`src/rtl/bias_seq_pkg.sv`:
```
package bias_seq_pkg;

  typedef enum logic [3:0] {
    PH_IDLE  = 4'd0,
    PH_R1    = 4'd1,
    PH_R2    = 4'd2,
    PH_R3    = 4'd3,
    PH_R4    = 4'd4,
    PH_R5    = 4'd5,
    PH_R6    = 4'd6,
    PH_RUN   = 4'd7,
    PH_FAULT = 4'd8
  } phase_e;

  typedef enum logic [1:0] {
    SW_GND = 2'd0,
    SW_LO  = 2'd1,
    SW_HI  = 2'd2
  } sw_e;

  localparam int CB_OT    = 0;
  localparam int CB_BOOST = 1;
  localparam int CB_NEG   = 2;
  localparam int CB_POS   = 3;
  localparam int N_RAILS  = 4;

endpackage

```
`src/rtl/ramp_timer.sv`:
```
module ramp_timer #(
  parameter int CW = 8
) (
  input  logic          clk,
  input  logic          rst,
  input  logic          clr,
  input  logic [CW-1:0] len,
  output logic          peak
);
  logic [CW-1:0] cnt;

  always_ff @(posedge clk) begin
    if (rst || clr) cnt <= '0;
    else            cnt <= cnt + 1'b1;
  end

  // peak marks the final cycle of a ramp
  assign peak = (cnt == len - 1'b1);
endmodule

```
`src/rtl/fault_timer.sv`:
```
module fault_timer #(
  parameter int CW    = 8,
  parameter int LIMIT = 4
) (
  input  logic clk,
  input  logic rst,
  input  logic arm,
  input  logic bad,
  output logic expired
);
  logic [CW-1:0] cnt;

  always_ff @(posedge clk) begin
    if (rst || !(arm && bad)) cnt <= '0;
    else                      cnt <= cnt + 1'b1;
  end

  assign expired = arm && bad && (cnt == CW'(LIMIT - 1));
endmodule

```
`src/rtl/seq_outputs.sv`:
```
module seq_outputs
  import bias_seq_pkg::*;
(
  input  logic                 clk,
  input  logic                 rst,
  input  phase_e               nxt,
  input  logic                 slice_sel_in,
  output logic [N_RAILS-1:0]   rail_en,   // [0] ref [1] boost [2] neg [3] pos
  output logic [1:0]           sw_sel
);
  function automatic phase_e on_phase(int idx);
    case (idx)
      0:       on_phase = PH_R2;
      1:       on_phase = PH_R3;
      2:       on_phase = PH_R4;
      default: on_phase = PH_R6;
    endcase
  endfunction

  for (genvar gi = 0; gi < N_RAILS; gi++) begin : g_rail
    always_ff @(posedge clk) begin
      if (rst) rail_en[gi] <= 1'b0;
      else     rail_en[gi] <= (nxt >= on_phase(gi)) && (nxt <= PH_RUN);
    end
  end

  always_ff @(posedge clk) begin
    if (rst)                sw_sel <= SW_GND;
    else if (nxt == PH_RUN) sw_sel <= slice_sel_in ? SW_HI : SW_LO;
    else                    sw_sel <= SW_GND;
  end

  // rails come up strictly in order
  a_r3_rail_order: assert property (@(posedge clk) disable iff (rst)
    (rail_en[3] |-> rail_en[2]) and (rail_en[2] |-> rail_en[1]) and (rail_en[1] |-> rail_en[0]));
endmodule

```
`src/rtl/bias_seq_ctrl.sv`:
```
module bias_seq_ctrl
  import bias_seq_pkg::*;
#(
  parameter int RAMP_CYC    = 875000,
  parameter int SLOW_MULT   = 2,
  parameter int FAULT_RAMPS = 3
) (
  input  logic       clk,
  input  logic       rst,
  input  logic       supply_good,
  input  logic       enable,
  input  logic       slice_sel_in,
  input  logic       pg_boost,
  input  logic       pg_neg,
  input  logic       pg_pos,
  input  logic       ot_flag,
  output logic       ref_en,
  output logic       boost_en,
  output logic       neg_en,
  output logic       pos_en,
  output logic [1:0] gate_sw_sel,
  output logic [3:0] phase,
  output logic [3:0] fault_cause
);
  localparam int RAMP1_CYC = RAMP_CYC * SLOW_MULT;
  localparam int FAULT_CYC = RAMP_CYC * FAULT_RAMPS;
  localparam int MAX_CYC   = (RAMP1_CYC > FAULT_CYC) ? RAMP1_CYC : FAULT_CYC;
  localparam int CW        = $clog2(MAX_CYC + 1);

  phase_e             st, nxt;
  logic               clr, peak, expired, go;
  logic [CW-1:0]      ramp_len;
  logic [3:0]         cause_q, cause_set;
  logic [N_RAILS-1:0] rail_en;
  logic               active;

  assign go       = enable && supply_good;
  assign active   = (st >= PH_R1) && (st <= PH_RUN);
  assign ramp_len = (st == PH_R1) ? CW'(RAMP1_CYC) : CW'(RAMP_CYC);

  ramp_timer #(.CW(CW)) u_ramp (
    .clk(clk), .rst(rst), .clr(clr), .len(ramp_len), .peak(peak)
  );

  fault_timer #(.CW(CW), .LIMIT(FAULT_CYC)) u_ftmr (
    .clk(clk), .rst(rst), .arm(st == PH_RUN),
    .bad(!(pg_boost && pg_neg && pg_pos)), .expired(expired)
  );

  always_comb begin
    nxt       = st;
    clr       = 1'b0;
    cause_set = 4'b0000;
    if (st == PH_IDLE) begin
      clr = 1'b1;
      if (go) nxt = PH_R1;
    end else if (st == PH_FAULT) begin
      clr = 1'b1;
      if (!go) nxt = PH_IDLE;
    end else if (!go) begin
      clr = 1'b1;
      nxt = PH_IDLE;
    end else if (ot_flag) begin
      clr              = 1'b1;
      nxt              = PH_FAULT;
      cause_set[CB_OT] = 1'b1;
    end else if (st == PH_RUN) begin
      clr = 1'b1;
      if (expired) begin
        nxt                 = PH_FAULT;
        cause_set[CB_BOOST] = !pg_boost;
        cause_set[CB_NEG]   = !pg_neg;
        cause_set[CB_POS]   = !pg_pos;
      end
    end else if (peak) begin
      clr = 1'b1;
      if (st == PH_R3 && !pg_boost) begin
        nxt                 = PH_FAULT;
        cause_set[CB_BOOST] = 1'b1;
      end else if (st == PH_R6 && !(pg_neg && pg_pos)) begin
        nxt               = PH_FAULT;
        cause_set[CB_NEG] = !pg_neg;
        cause_set[CB_POS] = !pg_pos;
      end else begin
        nxt = phase_e'(4'(st + 4'd1));
      end
    end
  end

  always_ff @(posedge clk) begin
    if (rst) st <= PH_IDLE;
    else     st <= nxt;
  end

  always_ff @(posedge clk) begin
    if (rst)                                cause_q <= 4'b0000;
    else if (st == PH_IDLE && nxt == PH_R1) cause_q <= 4'b0000;
    else                                    cause_q <= cause_q | cause_set;
  end

  seq_outputs u_out (
    .clk(clk), .rst(rst), .nxt(nxt), .slice_sel_in(slice_sel_in),
    .rail_en(rail_en), .sw_sel(gate_sw_sel)
  );

  assign ref_en      = rail_en[0];
  assign boost_en    = rail_en[1];
  assign neg_en      = rail_en[2];
  assign pos_en      = rail_en[3];
  assign phase       = st;
  assign fault_cause = cause_q;

  // switch grounded outside the running phase
  a_r4_sw_ground: assert property (@(posedge clk) disable iff (rst)
    (gate_sw_sel != 2'd0) |-> (st == PH_RUN));

  // failed boost check at the end of ramp 3 latches
  a_r5_boost_check: assert property (@(posedge clk) disable iff (rst)
    (st == PH_R3 && peak && !pg_boost && go && !ot_flag) |=> (st == PH_FAULT && cause_q[CB_BOOST]));

  // over-temperature latches on the next edge
  a_r7_overtemp: assert property (@(posedge clk) disable iff (rst)
    (active && go && ot_flag) |=> (st == PH_FAULT && cause_q[CB_OT]));

  // everything off while faulted
  a_r9_fault_off: assert property (@(posedge clk) disable iff (rst)
    (st == PH_FAULT) |-> (rail_en == '0 && gate_sw_sel == 2'd0));

  // cause bits only clear when a new sequence starts from idle
  a_r10_sticky: assert property (@(posedge clk) disable iff (rst)
    (st != PH_IDLE) |=> ((cause_q & $past(cause_q)) == $past(cause_q)));
endmodule

```
`config.mk`:
```
export PLATFORM = sky130hd
export DESIGN_NAME = bias_seq_ctrl
export DESIGN_NICKNAME = d
export VERILOG_FILES = /design/src/rtl/bias_seq_pkg.sv /design/src/rtl/ramp_timer.sv /design/src/rtl/fault_timer.sv /design/src/rtl/seq_outputs.sv /design/src/rtl/bias_seq_ctrl.sv
export SDC_FILE = /design/constraint.sdc
export NUM_CORES = 1
export LEC_CHECK = 0
export BUFFER_PORTS_ARGS = -buffer_cell sky130_fd_sc_hd__buf_4
export CORE_MARGIN = 2
export CORE_UTILIZATION = 50
export CTS_CLUSTER_SIZE = 12
export DETAILED_ROUTE_END_ITERATION = 7
export PLACE_DENSITY = 0.77
export SYNTH_ARGS = -nofsm -noshare
export SYNTH_HDL_FRONTEND = slang
export SYNTH_SLANG_ARGS = --single-unit
```
`constraint.sdc`:
```
create_clock -name clk -period 3.7 [get_ports clk]
set_input_delay 0.185 -clock clk [delete_from_list [all_inputs] [get_ports clk]]
set_output_delay 0.185 -clock clk [all_outputs]
set_load 0.01 [all_outputs]
```
; ---- After elaboration in Yosys (flattened, before gate mapping)
; Index checks and enable logic that the tools add are counted.
; Widths: inputs -> output; s select.
[word_totals]
register_bits = 58
latch_bits = 0
ramBits = 0
rom_bits = 0
output_inout_bits = 14
wordCells = 83
memories = 0
[op_classes]
addsub = 4
mul = 0
n_div = 0
order_cmp = 5
n_eq_ne = 9
shift = 0
mux = 30
n_bitwise = 2
n_reduce_logical = 24
[ops]
columns = operator, n
row1 = $mux 4, 14
row2 = $add 22x1->22 const B, 2
row3 = $eq 22x22->1, 1
row4 = $eq 22x22->1 const B, 1
row5 = $sub 21x1->22 const B, 1
row6 = $mux 21, 1
row7 = $logic_and 1x1->1, 13
row8 = $eq 4x3->1 const B, 3
row9 = $mux 3, 4
row10 = $eq 4x1->1 const B, 2
row11 = $ge 4x2->1 const B, 2
row12 = $ge 4x3->1 const B, 2
row13 = $mux 1, 8
row14 = $logic_not 1->1, 6
row15 = $mux 2, 3
row16 = $add 4x1->4 const B, 1
row17 = $eq 4x2->1 const B, 1
row18 = $eq 4x4->1 const B, 1
row19 = $le 4x3->1 const B, 1
row20 = $logic_not 4->1, 1
row21 = $or 4x4->4, 1
row22 = $reduce_or 2->1, 2
row23 = $logic_or 1x1->1, 2
row24 = $not 1->1, 1

; ---- Logic depth before layout (Yosys ltp)
[logic_depth]
word_depth = 14
depth_mapped = 10
depth_no_buf = 9

; ---- By module
; From an unflattened synthesis, not the netlist that was laid out.
[hier_totals]
cells_unflattened = 460
area_unflattened_um2 = 3784.9
[modules_own_cells]
columns = module, n_inst, cells_each, area_each_um2, seq_area_each_um2
row1 = ramp_timer, 1, 237, 1855.5, 440.4
row2 = fault_timer, 1, 124, 1057.3, 440.4
row3 = bias_seq_ctrl, 1, 85, 698.2, 160.2
row4 = seq_outputs, 1, 14, 173.9, 120.1

; ---- Worst setup path before layout
; OpenSTA, ideal clock, no wires.
[synth_path]
path_kind = flip-flop to flip-flop
from = register st[0], in the netlist phase[0]
to = register u_out.sw_sel[1]
arrival_ns = 2.386
path_slack_ns = 1.254
path_stages_with_launch = 10
n_path_buf = 1
cell_sequence = dfxtp_1 -> ha_1 -> nor3b_2 -> mux2_2 -> o2111a_2 -> buf_6 -> a311oi_1 -> o22ai_2 -> a2111oi_2 -> and2_1
[synth_between]
elab_chain_len = 13
word_cells_on_any_way = 28
classes_between = 2 x add/sub / 7 x eq/ne / 12 x mux / 1 x bitwise / 6 x reduce/logical
[synth_lines]
columns = element, line
row1 = start: declaration, bias_seq_ctrl.sv:30  ; phase_e st, nxt;
row2 = start signal: assignment, bias_seq_ctrl.sv:92  ; else st <= nxt;
row3 = $eq 4x1->1 or $eq 4x3->1 (tied branches), "bias_seq_ctrl.sv:39, bias_seq_ctrl.sv:80"
row4 = $mux 21 or $logic_and 1x1->1 (tied branches), "bias_seq_ctrl.sv:39, bias_seq_ctrl.sv:80"
row5 = $sub 21x1->22 or $mux 4 (tied branches), "ramp_timer.sv:18, bias_seq_ctrl.sv:80"
row6 = $eq 22x22->1 or $mux 4 (tied branches), "ramp_timer.sv:18, bias_seq_ctrl.sv:77"
row7 = $mux 4, bias_seq_ctrl.sv:75  ; end else if (peak) begin
row8 = $mux 4, bias_seq_ctrl.sv:67  ; end else if (st == PH_RUN) begin
row9 = $mux 4, bias_seq_ctrl.sv:63  ; end else if (ot_flag) begin
row10 = $mux 4, bias_seq_ctrl.sv:60  ; end else if (!go) begin
row11 = $mux 4, bias_seq_ctrl.sv:57  ; end else if (st == PH_FAULT) begin
row12 = $mux 4 *, bias_seq_ctrl.sv:54  ; if (st == PH_IDLE) begin
row13 = $eq 4x3->1 *, seq_outputs.sv:29  ; else if (nxt == PH_RUN) sw_sel <= slice_sel_in ? SW_HI : SW_LO;
row14 = $not 1->1 (no line) *, n/a
row15 = $reduce_or 2->1 (no line) *, n/a
row16 = end signal: assignment, seq_outputs.sv:29
row17 = end: declaration, seq_outputs.sv:9  ; output logic [1:0] sw_sel
; Mark *: on every way between the ends. The rest lies on a longest branch, timed or not.
; A chain may end at the register's enable or synchronous reset.

; ---- Worst setup path in the final report
[layout_path]
from = register st[0], in the netlist phase[0]
to = register u_ramp.cnt[5]
[layout_between]
elab_chain_len = 11
word_cells_on_any_way = 14
classes_between = 1 x add/sub / 4 x eq/ne / 7 x mux / 2 x reduce/logical
[layout_lines]
columns = element, line
row1 = $eq 4x1->1, bias_seq_ctrl.sv:39  ; assign ramp_len = (st == PH_R1) ? CW'(RAMP1_CYC) : CW'(RAMP_CYC);
row2 = $mux 21, bias_seq_ctrl.sv:39
row3 = $sub 21x1->22, ramp_timer.sv:18  ; assign peak = (cnt == len - 1'b1);
row4 = $eq 22x22->1, ramp_timer.sv:18
row5 = $mux 1, bias_seq_ctrl.sv:75
row6 = $mux 1, bias_seq_ctrl.sv:67
row7 = $mux 1, bias_seq_ctrl.sv:63
row8 = $mux 1, bias_seq_ctrl.sv:60
row9 = $mux 1, bias_seq_ctrl.sv:57
row10 = $mux 1 *, bias_seq_ctrl.sv:54
row11 = $logic_or 1x1->1 *, ramp_timer.sv:13  ; if (rst || clr) cnt <= '0;
row12 = end signal: assignment, ramp_timer.sv:14  ; else cnt <= cnt + 1'b1;
row13 = end: declaration, ramp_timer.sv:10  ; logic [CW-1:0] cnt;
; Marks and branches as above.

==> qor.yml <==
outcome:
  outcome: "completed"
grt:
  grt_start_max_net_pins: 23
  first_global_vias: 2002
  antenna_violations_before_repair: 0
  grt_first_pass_wirelength_um: 8935
  global_route.overflow_total: 0
  groute.usage.overall: 0.1849
clock_network:
  cts_resized: 0
  tritoncts: "built"
  cts.htree.levels: 3
  cts_num_sinks: 58
  clkLatencyLatePin_ns: 0.34
  cts_root_buf: "clkbuf_8"
  cts_buffers: 9
  path_clk_slew_ns: 0.06
  cts_max_path_buffers: 2
  cts_post_setup_buffers_inserted: 0
  ctsHoldBuffers: 0
drt:
  detail_route.iter0.violations: 116
  firstDrtPassIters: 4
  num_vias: 2233
  vias_per_cell: 5.381
  drt-wirelength-per-cell_um: 12.42
  post-route-drc-count: 0
  wl_um: 5154
  drt.antenna.violating_nets: 0
floorplanning:
  num_rows: 27
  chipHeight_um: 78.20
  core_region_area_mm2: 0.005405
  num_io_pins: 23
  die-area_mm2: 0.006114
  initial_core_util: 0.5093
  chip_width_um: 78.20
sta:
  post-route-min-period_ns: 2.736
  hold_viol: 0
  setup_tns_ns: 0
  setup_viol: 0
  total_count_of_max_transition_violations_in_the_final_report: 0
  max_slew.worst_pin.slew_ns: 0.8429
  final_critical_path_setup_slack_ns: 0.9635
  fin_skew_ns: 0.007974
  period_share: 0.7396
  max_freq_ghz: 0.3654
  relSlewSlack: 0.4364
  grt_setup_unrepaired: "no"
critical_path:
  timing.setup.critical_path_class: "reg -> reg"
  timing.critical_path.fanout_max: 22
  critical_path.startpoint_type: "flop"
  critical_path_required_ns: 3.96
  crit_arrival_ns: 2.99
  setup.worst_path.end_class: "flop"
worst_hold_path:
  worstHoldPathType: "in -> reg"
cells_and_area:
  layout.cells.most_common_list: "dfxtp_1, nor2_1, xor2_1, buf_4, nand2_1"
  layout.cells.most_common: "dfxtp_1"
  syn_to_final_growth_pct: 14.73
  finish.net_count: 353
  antennaDiodeCount: 0
  layout.cells.non_filler: 415
  n_fill_cell: 495
  layout_cell_share_with_drive_strength_beyond_1: 0.1254
  finalCoreUtilization: 0.5843
power:
  power.density_mw_per_mm2: 394.7
  vdd.ir_drop.worst_mv: 0.3796
  leakage_nw: 1.098
logic_synthesis:
  synth_area_mm2: 0.002753
  ys.warnings.count: 0
  asyncSetResetFlopFracSynth: 0
  synth_enable_flop_cells: 0
  synth.ff_latch_count: 58
  post_synth_inst_count: 315
  synth.lib_cells_used.distinct: 49
  synth_seq_area_share: 0.4218
  syn-num-nets: 330
  ys_dominant_reg_cell: "dfxtp_1"
  post_synth.cell_area_avg_um2: 8.739
place:
  detailed_place_hpwl_um: 3697
  place.gp.congestion: 0.8639
  placement.io_buffers: 22
  place_worst_setup_slack_ns: 1.007
  placedCellCount: 399
flow_run:
  number_of_max_cap_violations: 0
## stage by stage
step	power, mW	hold slack [ns]	instance area [um2]
finish	1.246	0.05336	3158
global route	1.295	0.04172	3158
CTS	1.262	0.03483	3158
detailed placement	0.6775	0.3996	2960
global placement	0.6774	0.3958	2960
floorplan	0.6615	0.2566	2753
## cells by family after synthesis
family,share of synthesized area
mux,0.007727
flops,0.4218
simple gates,0.3068
xor+xnor,0.1209
fa+ha+maj,0.02727
buf+inv,0.03091
compound gates,0.08454
## path summary, 6_finish.rpt
check / slack [ns] / to / cells past startpoint / from
setup / recovery: 0.96 / u_ramp.cnt[5]$_SDFF_PP0_ / 6 / phase[0]$_SDFF_PP0_
hold / removal: 0.05 / u_out.sw_sel[1]$_SDFF_PP0_ / 2 / slice_sel_in
setup reg to reg: 0.96 / u_ramp.cnt[5]$_SDFF_PP0_ / 6 / phase[0]$_SDFF_PP0_
hold reg to reg: 0.46 / u_ramp.cnt[0]$_SDFF_PP0_ / 1 / u_ramp.cnt[0]$_SDFF_PP0_
## report_power, final
| group | switching [mW] | internal [mW] |
|---|---|---|
| registers | 0.00247 | 0.626 |
| logic | 0.0201 | 0.0163 |
| clock network | 0.234 | 0.347 |
## routing by layer
metal | track usage | wire length (um) | vias to the layer above
met5 | 0 | 0 | -
met3 | 0.06322 | 220 | 9
met4 | 0.08421 | 97 | 0
li1 | - | - | 1150
met2 | 0.2741 | 2321 | 41
met1 | 0.2430 | 2515 | 1033
## state kept, by name, summed over array words and instances (netlist names)
name / flops
fault_cause: 4
u_out.sw_sel: 2
u_ramp.cnt: 22
phase: 4
u_out.rail_en: 4
u_ftmr.cnt: 22
## layout make-up
cell class	count	area (um2)	share of cell area
multi-input combinational	237	1506	0.4770
sequential	58	1161	0.3677
timing repair buffer	22	165.2	0.05230
clock buffer	14	162.7	0.05151
tap	72	90.09	0.02853
inverter	10	37.54	0.01189
clock inverter	2	35.03	0.01109
## synth_stat cells, types with 7 or more instances
master	count	area (um2)
nand3_1	18	90.09
clkbuf_1	7	26.28
inv_1	10	37.54
o21ai_0	7	35.03
a21oi_1	9	45.04
xor2_1	22	192.7
nor3_1	9	45.04
and3_1	8	50.05
dfxtp_1	58	1161
nor2_1	52	195.2
nand2_1	20	75.07
nand4_1	8	50.05
xnor2_1	16	140.1
## critical path, cell delays in order, from the launching register on
cell and delay, ns:
dfxtp_1 0.48, ha_1 0.20, nor3b_2 0.25, mux2_2 0.36
o2111a_2 0.24, or4_1 0.89, nor2_1 0.23
No activity file was read; power rests on OpenSTA's default activity.
